<file path="src/rtl/t1al_pkg.sv">
package t1al_pkg;
  localparam int NUM_ALARMS = 4;
  localparam int IDX_AIS    = 0;
  localparam int IDX_MYEL   = 1;
  localparam int IDX_LOF    = 2;
  localparam int IDX_LOS    = 3;
endpackage

</file>
<file path="src/rtl/t1al_alarm_track.sv">
module t1al_alarm_track (
  input  logic clk,
  input  logic rst,
  input  logic poll,
  input  logic active,
  output logic flag,
  output logic start_p,
  output logic end_p
);
  always_ff @(posedge clk) begin
    if (rst) begin
      flag    <= 1'b0;
      start_p <= 1'b0;
      end_p   <= 1'b0;
    end else begin
      start_p <= 1'b0;
      end_p   <= 1'b0;
      if (poll) begin
        flag    <= active;
        start_p <= active & ~flag;
        end_p   <= ~active & flag;
      end
    end
  end
endmodule

</file>
<file path="src/rtl/t1al_led_drv.sv">
module t1al_led_drv
  import t1al_pkg::*;
(
  input  logic                  clk,
  input  logic                  rst,
  input  logic                  poll,
  input  logic [NUM_ALARMS-1:0] act,
  output logic                  link_up,
  output logic                  led_blue,
  output logic                  led_yellow,
  output logic                  led_red,
  output logic                  led_green
);
  logic red_cause;
  assign red_cause = act[IDX_LOF] | act[IDX_LOS];

  always_ff @(posedge clk) begin
    if (rst) begin
      link_up    <= 1'b0;
      led_blue   <= 1'b0;
      led_yellow <= 1'b0;
      led_red    <= 1'b0;
      led_green  <= 1'b0;
    end else if (poll) begin
      link_up    <= ~(|act);
      led_blue   <= act[IDX_AIS];
      led_yellow <= act[IDX_MYEL];
      led_green  <= 1'b1;
      if (red_cause) led_red <= 1'b1;
      else           led_red <= 1'b0;
    end
  end
endmodule

</file>
<file path="src/rtl/t1al_status_latch.sv">
module t1al_status_latch #(
  parameter int W = 8
) (
  input  logic         clk,
  input  logic         rst,
  input  logic         poll,
  input  logic [W-1:0] d,
  output logic [W-1:0] q
);
  always_ff @(posedge clk) begin
    if (rst)       q <= '0;
    else if (poll) q <= d;
  end
endmodule

</file>
<file path="src/rtl/t1_alarm_led_ctrl.sv">
module t1_alarm_led_ctrl
  import t1al_pkg::*;
#(
  parameter int STAT1_W  = 8,
  parameter int STAT2_W  = 8,
  parameter int BIT_AIS  = 0,
  parameter int BIT_MYEL = 1,
  parameter int BIT_LOF  = 3,
  parameter int BIT_LOS  = 4
) (
  input  logic                  clk,
  input  logic                  rst,
  input  logic                  poll,
  input  logic [STAT1_W-1:0]    alarm_word1,
  input  logic [STAT2_W-1:0]    alarm_word2,
  output logic                  link_up,
  output logic                  led_blue,
  output logic                  led_yellow,
  output logic                  led_red,
  output logic                  led_green,
  output logic [NUM_ALARMS-1:0] start_evt,
  output logic [NUM_ALARMS-1:0] end_evt,
  output logic [STAT1_W-1:0]    stat1_q,
  output logic [STAT2_W-1:0]    stat2_q
);
  logic [NUM_ALARMS-1:0] act;
  logic [NUM_ALARMS-1:0] flags;

  assign act[IDX_AIS]  = alarm_word1[BIT_AIS];
  assign act[IDX_MYEL] = alarm_word1[BIT_MYEL];
  assign act[IDX_LOF]  = alarm_word1[BIT_LOF];
  assign act[IDX_LOS]  = alarm_word1[BIT_LOS];

  for (genvar i = 0; i < NUM_ALARMS; i++) begin : g_track
    t1al_alarm_track u_trk (
      .clk     (clk),
      .rst     (rst),
      .poll    (poll),
      .active  (act[i]),
      .flag    (flags[i]),
      .start_p (start_evt[i]),
      .end_p   (end_evt[i])
    );
  end

  t1al_led_drv u_led (
    .clk        (clk),
    .rst        (rst),
    .poll       (poll),
    .act        (act),
    .link_up    (link_up),
    .led_blue   (led_blue),
    .led_yellow (led_yellow),
    .led_red    (led_red),
    .led_green  (led_green)
  );

  t1al_status_latch #(.W(STAT1_W)) u_st1 (
    .clk (clk), .rst (rst), .poll (poll), .d (alarm_word1), .q (stat1_q)
  );

  t1al_status_latch #(.W(STAT2_W)) u_st2 (
    .clk (clk), .rst (rst), .poll (poll), .d (alarm_word2), .q (stat2_q)
  );

  logic unused_flags;
  assign unused_flags = ^flags;
endmodule

</file>
<file path="config.mk">
export PLATFORM = sky130hd
export DESIGN_NAME = t1_alarm_led_ctrl
export DESIGN_NICKNAME = d
export VERILOG_FILES = /design/src/rtl/t1al_pkg.sv /design/src/rtl/t1al_alarm_track.sv /design/src/rtl/t1al_led_drv.sv /design/src/rtl/t1al_status_latch.sv /design/src/rtl/t1_alarm_led_ctrl.sv
export SDC_FILE = /design/constraint.sdc
export NUM_CORES = 1
export LEC_CHECK = 0
export BUFFER_PORTS_ARGS = -buffer_cell sky130_fd_sc_hd__buf_2
export CAP_MARGIN = 20
export CORE_MARGIN = 3
export CORE_UTILIZATION = 40
export DETAILED_ROUTE_END_ITERATION = 16
export HOLD_SLACK_MARGIN = 0.1
export PLACE_DENSITY = 0.69
export SLEW_MARGIN = 40
export SYNTH_ARGS = -nofsm -noshare
export SYNTH_HDL_FRONTEND = slang
export SYNTH_HIERARCHICAL = 1
export SYNTH_SLANG_ARGS = --single-unit
</file>
<file path="constraint.sdc">
create_clock -name clk -period 0.8 [get_ports clk]
set_input_delay 0.2 -clock clk [delete_from_list [all_inputs] [get_ports clk]]
set_output_delay 0.2 -clock clk [all_outputs]
set_load 0.005 [all_outputs]
</file>
==> flow_summary.toml <==
[run_status]
status = "complete, but fails checks"
violations = "negative setup slack"

[hold_path]
hold_path.class = "in -> reg"
hp-start = "alarm_word2[4]"
whs_endpoint = "u_st2/q[4]"
whs_path_depth = 3

[power]
p_total_mw = 3.027
power.internal_mw = 2.304
comb_power_share = 0.132
clkPwrFrac = 0.280
leakagePower_nw = 0.8457
swShare = 0.2389
p_per_area_nw_per_um2 = 1870
peakVddDrop_uv = 1275
power_frac_seq = 0.588
switchingPower_mw = 0.7233

[clocking]
cts_buffers = 5
clockBufferDepth = 2
cts.sinks = 33
htree_num_levels = 2
clockRootBuffer = "clkbuf_4"
cts_tree = "built"
clk_pin_slew_worst_paths_ps = 100
clock_latency_ps = 320

[logic_synthesis]
yosysSeqAreaShare = 0.5665
synth_top_area_frac = 0.5665
synth_nets = 117
ys_ff_latch = 33
yosysWarnings = 6
yosysTopAreaCell = "dfxtp_1"
synth_cell_type_count = 10
netlist_area_um2 = 1166
synth_area_per_cell_um2 = 11.90
syn_inst = 98
synth_area_leaders = "dfxtp_1 (57%), mux2i_1 (19%), and4bb_1 (8.6%)"

[timing]
slew_headroom = 0.8965
worst_slew_pin_slew_ps = 151.0
rsz0062_at_grt = "true"
setup_violations = 29
slew_viol_final = 0
period_needed_ps = 977.1
skew_ps = 0.4746
fmax_mhz = 1023
worst_slack_ps = -177.1
fin_crit_sh = 1.221
hold_viol = 0

[placed_design]
dpl.hpwl_mm = 1.654
post-place-ws_ps = -114.0
port_buffers = 47
place.gp.congestion = 0.6526

[routing]
drt_first_pass_iters = 5
finalWirelength_mm = 2.232
drcViolationCount = 0
drt_iter0_markers = 25
ant_nets = 0
avgViaCountPerCell = 4.802
vias = 898
routedWlPerCell_um = 11.94

[final_layout]
fillers = 219
drive_gt1_frac = 0.5478
syn2layout_area_growth_pct = 38.84
diodes = 0
multi_input_area_um2 = 464.2
final_nets = 175
seq_area_um2 = 688.2
post-route-util = 0.6197

[floorplan]
die_area_um2 = 3599
fp-row-count = 18
num_io_pins = 48
dieHeight_um = 60.00
start_util = 0.4464
die_w_um = 60.00
core_area_um2 = 2613

[critical_path]
crit_path_start = "u_led/led_red"
r2r_cells = 3
r2r_slack_ps = 100
cp_num_buf_inv = 1
crit_arrival_ps = 780
critPathSlowestCell = "dfxtp_2"
crit_type = "reg -> out"
cp_data_required_time_ps = 600
rr_startpoint = "u_led/led_blue"
cp-start-kind = "flop"
cp_slowest_stage_delay_ps = 340
crit_path_max_fanout = 2
crit_chain = "buf_2"
end_kind = "primary output"
crit_family = "flip-flops"
worstReg2RegEnd = "u_led/led_blue"

[grt]
track_usage = 0.1404
grt-ovfl-total = 0
grt_pass1_wl_mm = 3.684
grt_pass1_vias = 874
grt_max_degree = 18
antenna_found_initial = 0

[flow_run]
drv_cap = 0
==> flip-flops by register name, summed over array words and instances (netlist names) <==
| signal | cells |
|---|---|
| u_led/led_red | 1 |
| u_led/led_blue | 1 |
| u_led/led_green | 1 |
| g_track.u_trk/flag | 4 |
| g_track.u_trk/end_p | 4 |
| u_led/led_yellow | 1 |
| u_st2/q | 8 |
| u_st1/q | 8 |
| u_led/link_up | 1 |
| g_track.u_trk/start_p | 4 |
==> synth_stat cells, drive strengths merged <==
cell    instances
mux2i          22
buf             5
dfxtp          33
nor2           26
nor3b           1
a21o            1
nor4b           1
and4bb          8
a211oi          1
==> placed cells by master (no fill, tap or decap), drive strengths merged <==
cell type	n
clkbuf	6
and4bb	8
nor4b	1
nor3b	1
a21o	1
mux2i	22
clkinv	2
dfxtp	33
nor2	26
a211oi	1
buf	56
==> tightest hold or removal path, stage by stage <==
cell	delay (ps)
buf_2	70
mux2i_1	50
nor2_1	70
==> kinds of logic (layout without fill, tap and decap cells) <==
group	count (synthesis)	in the layout	share of synthesized area
multiplexers	22	22	0.1888
flip-flops	33	33	0.5665
AND/OR/NAND/NOR	36	36	0.1964
buffers and inverters	5	64	0.03541
AO/OA/AOI/OAI	2	2	0.01288
==> worst max-delay path by stage <==
stage                    end  slack (ps)  cells after the start
6_report             led_red        -180                      1
4_1_cts              link_up        -190                      1
5_1_grt              link_up        -210                      1
3_3_place_gp      u_st1/q[4]         -70                      4
3_5_place_dp      u_st1/q[5]        -110                      4
2_1_floorplan  u_led/link_up         100                      3
==> cell type report <==
cell class / instances / share of cell area
clock buffers: 6 / 0.02550
clock inverters: 2 / 0.006182
multi-input cells: 60 / 0.2867
flip-flops and latches: 33 / 0.4250
well taps: 30 / 0.02318
repair buffers: 56 / 0.2334
==> routing by layer <==
layer | up-vias | wire [um] | global-route usage | share of wire
met4 | 0 | 36 | 0.07595 | 0.016
met3 | 4 | 215 | 0.06263 | 0.096
met5 | - | 0 | 0 | 0
met1 | 407 | 943 | 0.1525 | 0.42
li1 | 454 | - | - | -
met2 | 33 | 1037 | 0.2269 | 0.46
==> power groups by stage <==
stage | Clock [mW] | Sequential [mW] | Combinational, mW
2_1_floorplan | 0 | 1.81 | 0.167
3_3_place_gp | 0 | 1.80 | 0.372
3_5_place_dp | 0 | 1.80 | 0.383
4_1_cts | 0.888 | 1.78 | 0.387
5_1_grt | 0.964 | 1.79 | 0.443
6_report | 0.847 | 1.78 | 0.400
==> stage by stage <==
stage	area (um^2)	hold WS (ps)	std cells	TNS (ps)
2_1_floorplan	1166	272.4	98	0
3_3_place_gp	1495	431.8	178	-1604
4_1_cts	1579	100.5	186	-5038
5_1_grt	1619	115.6	187	-5684
3_5_place_dp	1495	444.0	178	-2259
6_report	1619	116.0	187	-4462
==> repair_timing <==
action                     CTS  global route
hold buffers                 0             0
setup endpoints to repair   29            29
pin swaps                    0             0
hold endpoints to repair     0             0
gates resized for setup     22             6
buffers inserted             0             1
No activity file was read; power rests on OpenSTA's default activity.
